**config.mk**
```make
export PLATFORM = sky130hd
export DESIGN_NAME = serdes_loop_core
export DESIGN_NICKNAME = d
export VERILOG_FILES = /design/src/rtl/serdes_loop_pkg.sv /design/src/rtl/serdes_byte_div.sv /design/src/rtl/serdes_tx_shift.sv /design/src/rtl/serdes_rx_shift.sv /design/src/rtl/serdes_loop_core.sv
export SDC_FILE = /design/constraint.sdc
export NUM_CORES = 1
export LEC_CHECK = 0
export CORE_AREA = 2 2 57 59
export CTS_CLUSTER_DIAMETER = 120
export DETAILED_ROUTE_END_ITERATION = 10
export DIE_AREA = 0 0 59 61
export PLACE_DENSITY = 0.82
export SLEW_MARGIN = 5
export SYNTH_ARGS = -nofsm -noshare
export SYNTH_HDL_FRONTEND = slang
export SYNTH_SLANG_ARGS = --single-unit
```
**constraint.sdc**
```tcl
create_clock -name clk -period 1.6 [get_ports clk]
set_input_delay 0.32 -clock clk [delete_from_list [all_inputs] [get_ports clk]]
set_output_delay 0.32 -clock clk [all_outputs]
set_load 0.02 [all_outputs]
```
**src/rtl/serdes_loop_pkg.sv**
```systemverilog
package serdes_loop_pkg;

  typedef struct packed {
    logic fac;
    logic eqp;
    logic lpt;
  } loop_mode_t;

  localparam loop_mode_t MODE_IDLE = '{fac: 1'b0, eqp: 1'b0, lpt: 1'b0};

  function automatic int unsigned phase_next(input int unsigned cur, input int unsigned ratio);
    return (cur + 1 >= ratio) ? 0 : cur + 1;
  endfunction

  function automatic int unsigned bits_left_next(input int unsigned cur);
    return (cur == 0) ? 0 : cur - 1;
  endfunction

endpackage

```
**src/rtl/serdes_byte_div.sv**
```systemverilog
module serdes_byte_div
  import serdes_loop_pkg::*;
#(
  parameter int unsigned RATIO = 8,
  parameter int unsigned START = 0
) (
  input  logic clk,
  input  logic rst,
  output logic byte_en
);
  localparam int unsigned CW = (RATIO > 1) ? $clog2(RATIO) : 1;
  localparam logic [CW-1:0] LAST = CW'(RATIO - 1);

  logic [CW-1:0] phase_q;

  always_ff @(posedge clk) begin
    if (rst) phase_q <= CW'(START % RATIO);
    else     phase_q <= CW'(phase_next(32'(phase_q), RATIO));
  end

  assign byte_en = (phase_q == LAST);

  assert_div_wrap_R2: assert property (@(posedge clk) disable iff (rst)
    byte_en |=> (phase_q == '0));

  assert_div_gap_R2: assert property (@(posedge clk) disable iff (rst)
    byte_en |=> !byte_en);

endmodule

```
**src/rtl/serdes_tx_shift.sv**
```systemverilog
module serdes_tx_shift
  import serdes_loop_pkg::*;
#(
  parameter int unsigned W = 8
) (
  input  logic         clk,
  input  logic         rst,
  input  logic         fire,
  input  logic [W-1:0] word,
  output logic         load,
  output logic         bit_q
);
  localparam int unsigned CW = $clog2(W);

  logic [W-1:0]  sreg;
  logic [CW-1:0] left_q;
  logic          idle;

  assign idle = (left_q == '0);
  assign load = fire && idle;

  always_ff @(posedge clk) begin
    if (rst) begin
      sreg   <= '0;
      left_q <= '0;
      bit_q  <= 1'b0;
    end else if (load) begin
      sreg   <= {word[W-2:0], 1'b0};
      left_q <= CW'(W - 1);
      bit_q  <= word[W-1];
    end else if (!idle) begin
      sreg   <= {sreg[W-2:0], 1'b0};
      left_q <= CW'(bits_left_next(32'(left_q)));
      bit_q  <= sreg[W-1];
    end else begin
      bit_q  <= 1'b0;
    end
  end

  assert_idle_low_R9: assert property (@(posedge clk) disable iff (rst)
    (idle && !load) |=> !bit_q);

  assert_no_back_to_back_R10: assert property (@(posedge clk) disable iff (rst)
    load |=> !load);

  assert_first_bit_R1: assert property (@(posedge clk) disable iff (rst)
    load |=> (bit_q == $past(word[W-1])));

endmodule

```
**src/rtl/serdes_rx_shift.sv**
```systemverilog
module serdes_rx_shift #(
  parameter int unsigned W = 8
) (
  input  logic         clk,
  input  logic         rst,
  input  logic         din,
  input  logic         grab,
  output logic [W-1:0] word_q,
  output logic         strobe_q
);
  logic [W-2:0] acc;
  logic [W-1:0] next_w;

  assign next_w = {acc, din};

  always_ff @(posedge clk) begin
    if (rst) begin
      acc      <= '0;
      word_q   <= '0;
      strobe_q <= 1'b0;
    end else begin
      acc      <= next_w[W-2:0];
      strobe_q <= grab;
      if (grab) word_q <= next_w;
    end
  end

  assert_word_hold_R3: assert property (@(posedge clk) disable iff (rst)
    !grab |=> $stable(word_q));

  assert_last_bit_R3: assert property (@(posedge clk) disable iff (rst)
    grab |=> (word_q[0] == $past(din)));

endmodule

```
**src/rtl/serdes_loop_core.sv**
```systemverilog
module serdes_loop_core
  import serdes_loop_pkg::*;
#(
  parameter int unsigned WORD_W   = 8,
  parameter int unsigned RX_PHASE = 3
) (
  input  logic              clk,
  input  logic              rst,
  input  logic [WORD_W-1:0] tx_word,
  output logic              tx_load,
  input  logic              line_rx,
  input  logic              los_n,
  input  logic              fac_loop,
  input  logic              eq_loop,
  input  logic              loop_time,
  output logic              line_tx,
  output logic [WORD_W-1:0] rx_word,
  output logic              rx_strobe
);
  logic       syn_en;
  logic       rec_en;
  logic       tx_fire;
  logic       ser_bit;
  logic       des_din;
  logic       des_grab;
  logic       rx_in_q;
  logic       past_ok;
  loop_mode_t mode_q;
  loop_mode_t mode_d;

  serdes_byte_div #(.RATIO(WORD_W), .START(0)) u_syn_div (
    .clk(clk), .rst(rst), .byte_en(syn_en)
  );

  serdes_byte_div #(.RATIO(WORD_W), .START(RX_PHASE)) u_rec_div (
    .clk(clk), .rst(rst), .byte_en(rec_en)
  );

  assign tx_fire = mode_q.lpt ? rec_en : syn_en;

  serdes_tx_shift #(.W(WORD_W)) u_tx (
    .clk(clk), .rst(rst), .fire(tx_fire), .word(tx_word),
    .load(tx_load), .bit_q(ser_bit)
  );

  assign mode_d = '{fac: fac_loop, eqp: eq_loop, lpt: loop_time};

  always_ff @(posedge clk) begin
    if (rst) begin
      mode_q  <= MODE_IDLE;
      rx_in_q <= 1'b0;
      past_ok <= 1'b0;
    end else begin
      if (tx_load) mode_q <= mode_d;
      rx_in_q <= line_rx & los_n;
      past_ok <= 1'b1;
    end
  end

  assign des_din  = mode_q.eqp ? ser_bit : rx_in_q;
  assign des_grab = mode_q.eqp ? tx_fire : rec_en;

  serdes_rx_shift #(.W(WORD_W)) u_rx (
    .clk(clk), .rst(rst), .din(des_din), .grab(des_grab),
    .word_q(rx_word), .strobe_q(rx_strobe)
  );

  assign line_tx = mode_q.fac ? rx_in_q : ser_bit;

  assert_mode_held_R10: assert property (@(posedge clk) disable iff (rst)
    !tx_load |=> $stable(mode_q));

  assert_fac_echo_R4: assert property (@(posedge clk) disable iff (rst)
    (past_ok && mode_q.fac) |-> (line_tx == $past(line_rx & los_n)));

  assert_los_quiet_R8: assert property (@(posedge clk) disable iff (rst)
    (past_ok && mode_q.fac && !$past(los_n)) |-> !line_tx);

  assert_eq_strobe_R5: assert property (@(posedge clk) disable iff (rst)
    (mode_q.eqp && tx_load) |=> rx_strobe);

  assert_loop_align_R7: assert property (@(posedge clk) disable iff (rst)
    (mode_q.lpt && tx_load) |-> rec_en);

  assert_reset_quiet_R9: assert property (@(posedge clk)
    rst |=> (!rx_strobe && !line_tx && rx_word == '0));

endmodule

```
==> out/metrics.yaml <==
status: "finished, violations left"
violations: "negative setup slack"
path_max_fanout: 2
antenna_left: 0
dp_cells: 207
vias: 1135
crit_end: "tx_load"
synth-warning-count: 0
clock.fmax_mhz: 578
layout-drive-gt1-share_pct: 27.0
synth-edff-count: 0
routabilityCongestion: 0.732
path_depth: 5
hold_path.class: "register to register"
hold_slack_ns: 0.465
rsz0062_at_grt: "true"
fin_skew_ns: 0.0111
register_area_um2: 748
avgSynthCellArea_um2: 10.1
startpoint: "u_rec_div.phase_q[1]$_SDFF_PP1_"
yosys.area.top_type: "dfxtp_1"
grt_busiest_layer: "met2"
clock_latency_ns: 0.34
crit_path_frequent_cell: "ha_4"
overflow: 0
io_pins: 26
yosysUniqueCellTypes: 27
slew_violations: 0
setup_viol: 1
grt_pass1_vias: 1116
period_share_pct: 108
r2r_start: "u_rec_div.phase_q[1]$_SDFF_PP1_"
clock-sinks: 37
crit_chain: "ha_4 -> ha_4 -> mux2i_2 -> nor2_1 -> buf_4"
tns_ns: -0.130
slew-limit-headroom_pct: 82.9
arrival_ns: 1.41
crit_family: "flip-flops"
core_um2: 2950
use_met3_pct: 7.04
dieArea_um2: 3600
antenna_found_initial: 0
layout_min_cycle_time_ns: 1.73
die_x_um: 59
yosys_most_used_dff: "dfxtp_1"
place_area_um2: 1810
yosys-top-cells-count: "dfxtp_1 (37), nor3_1 (15), nor2b_1 (14)"
grt_usage_pct: 18.4
synth_area_leaders: "dfxtp_1 (51%), mux2_2 (6.2%), nor2b_1 (6.0%), ha_1 (5.2%), nor3_1 (5.2%)"
hpwl_mm: 1.88
critPathBufInv: 1
grt_max_degree: 38
via_per_inst: 5.21
post-place-ws_ns: -0.175
diodes: 0
rrSetupSlack_ns: 0.04
cp_slowest_stage_delay_ns: 0.37
p_leak_uw: 0.000835
worstMarginPinSlew_ns: 0.255
r2r-end: "u_rx.word_q[1]$_SDFFE_PP0P_"
start_kind: "register"
yosys.cell_count.top_type: "dfxtp_1"
syn-cell-area_um2: 1450
grt_pass1_wl_mm: 4.74
crit_type: "register to output port"
path_clk_slew_ns: 0.11
num_rows: 20
r2r_cells: 6
postLayoutSetupSlackWorst_ns: -0.130
clockBufferDepth: 2
cts-buffers-inserted: 5
drt_wl_total_mm: 3.01
grt_use_met1_pct: 18.8
cts_root_buf: "clkbuf_4"
synth-seq-cells: 37
die_h_um: 61
synth_top_area_share_pct: 50.9
nets: 206
areaGrowthSynthToFinish_pct: 36.5
wl_per_cell_um: 13.8
synth_nets: 165
synthCells: 144
ys_seq_area_share_pct: 50.9
fin_cells: 218
final_area_um2: 1980
p_per_area_nw_per_um2: 1300
grtUsageMet2_pct: 32.9
maxCapViolations: 0
cts_max_level: 2
critPathCaptureType: "output port"
start_util_pct: 49.2
max-vdd-ir-drop_uv: 1070
timing.final.hold_violations: 0
drt_iter0_markers: 30
fillerInstances: 224
cts_tree: "yes"
multi_input_area_um2: 716
firstDrtPassIters: 4
io_buffer_count: 25
drc: 0
crit_slowest_cell: "dfxtp_4"
cp.required_ns: 1.28
async_reset_ff_share_pct: 0
## worst min-delay path by stage
stage | startpoint | end | slack (ns) | depth (start not counted)
3_3_place_gp | u_rec_div.phase_q[1]$_SDFF_PP1_ | u_rec_div.phase_q[2]$_SDFF_PP0_ | 0.44 | 1
6_report | u_rx.acc[3]$_SDFF_PP0_ | u_rx.acc[4]$_SDFF_PP0_ | 0.47 | 1
5_1_grt | u_rx.acc[3]$_SDFF_PP0_ | u_rx.acc[4]$_SDFF_PP0_ | 0.48 | 1
4_1_cts | u_rx.acc[4]$_SDFF_PP0_ | u_rx.acc[5]$_SDFF_PP0_ | 0.47 | 1
2_1_floorplan | u_rec_div.phase_q[0]$_SDFF_PP1_ | u_rec_div.phase_q[0]$_SDFF_PP1_ | 0.39 | 1
3_5_place_dp | u_rx.acc[6]$_SDFF_PP0_ | u_rx.word_q[7]$_SDFFE_PP0P_ | 0.45 | 2
## layer usage
layer | wire length, µm | vias up
met4 | 38 | 0
met3 | 146 | 2
met5 | 0 | -
li1 | - | 576
met1 | 1290 | 538
met2 | 1530 | 19
## metrics by stage
| step | util, % | total power, µW |
|---|---|---|
| 2_1_floorplan | - | 1640 |
| 3_3_place_gp | 61.4 | 1860 |
| 3_5_place_dp | 61.4 | 1900 |
| 4_1_cts | 65.9 | 2550 |
| 5_1_grt | 67.2 | 2760 |
| 6_report | 67.2 | 2580 |
## cells in the final DEF, fill, tap and decap left out, types with 3 or more instances in the layout
cell             synthesis  routed
buf_4                    0      17
mux2_2                   8       8
dfxtp_2                  0       3
o21ai_0                  3       3
clkbuf_4                 0       5
nor2b_1                 14      13
dfxtp_1                 37      33
ha_4                     0       4
nor4_1                   6       5
clkdlybuf4s50_1          0      14
dlygate4sd2_1            0       8
a21oi_1                  5       5
inv_1                    3       3
nand3_1                  4       4
mux2i_1                  4       3
nor3_1                  15      15
nor2_1                  12      12
nand2b_1                 5       5
## power by group
group | internal [µW] | leakage, µW | switching, µW
combinational | 414 | 0.000492 | 419
sequential | 1050 | 0.000303 | 78.0
clock | 318 | 0.0000410 | 302
## state kept, by name, summed over array words and instances (netlist names)
name               cells
u_rx.word_q            8
u_rec_div.phase_q      3
u_tx.left_q            3
mode_q                 3
u_rx.strobe_q          1
rx_in_q                1
u_syn_div.phase_q      3
u_tx.bit_q             1
u_rx.acc               7
u_tx.sreg              7
## worst register-to-register path: cells and delay by family (launching register included)
family	cells	cell delay, ns
adder cells (fa/ha/maj)	2	0.32
multiplexers	2	0.49
buffers and inverters	2	0.29
flip-flops	1	0.37
## layout make-up
type,instances,area share [%]
Multi-Input combinational cell,95,36.1
Inverter,3,0.567
Timing Repair Buffer,43,19.9
Sequential cell,37,37.7
Tap cell,33,2.08
Clock buffer,5,1.89
Clock inverter,2,1.77
## cell families (layout without fill, tap and decap cells)
family                   Yosys count  after routing  synth area share, %
buffers and inverters             12             53                 4.13
multiplexers                      14             14                 11.5
adder cells (fa/ha/maj)            6              6                 5.16
AO/OA/AOI/OAI                     13             13                 5.42
AND/OR/NAND/NOR                   62             62                 22.8
flip-flops                        37             37                 50.9
## what timing repair did
item | CTS | global route
buffers inserted | 3 | 1
gates resized for setup | 29 | 5
hold buffers | 0 | 0
pin swaps | 2 | 8
setup endpoints to repair | 17 | 16
Note: power is estimated with default switching activity, not from simulation.
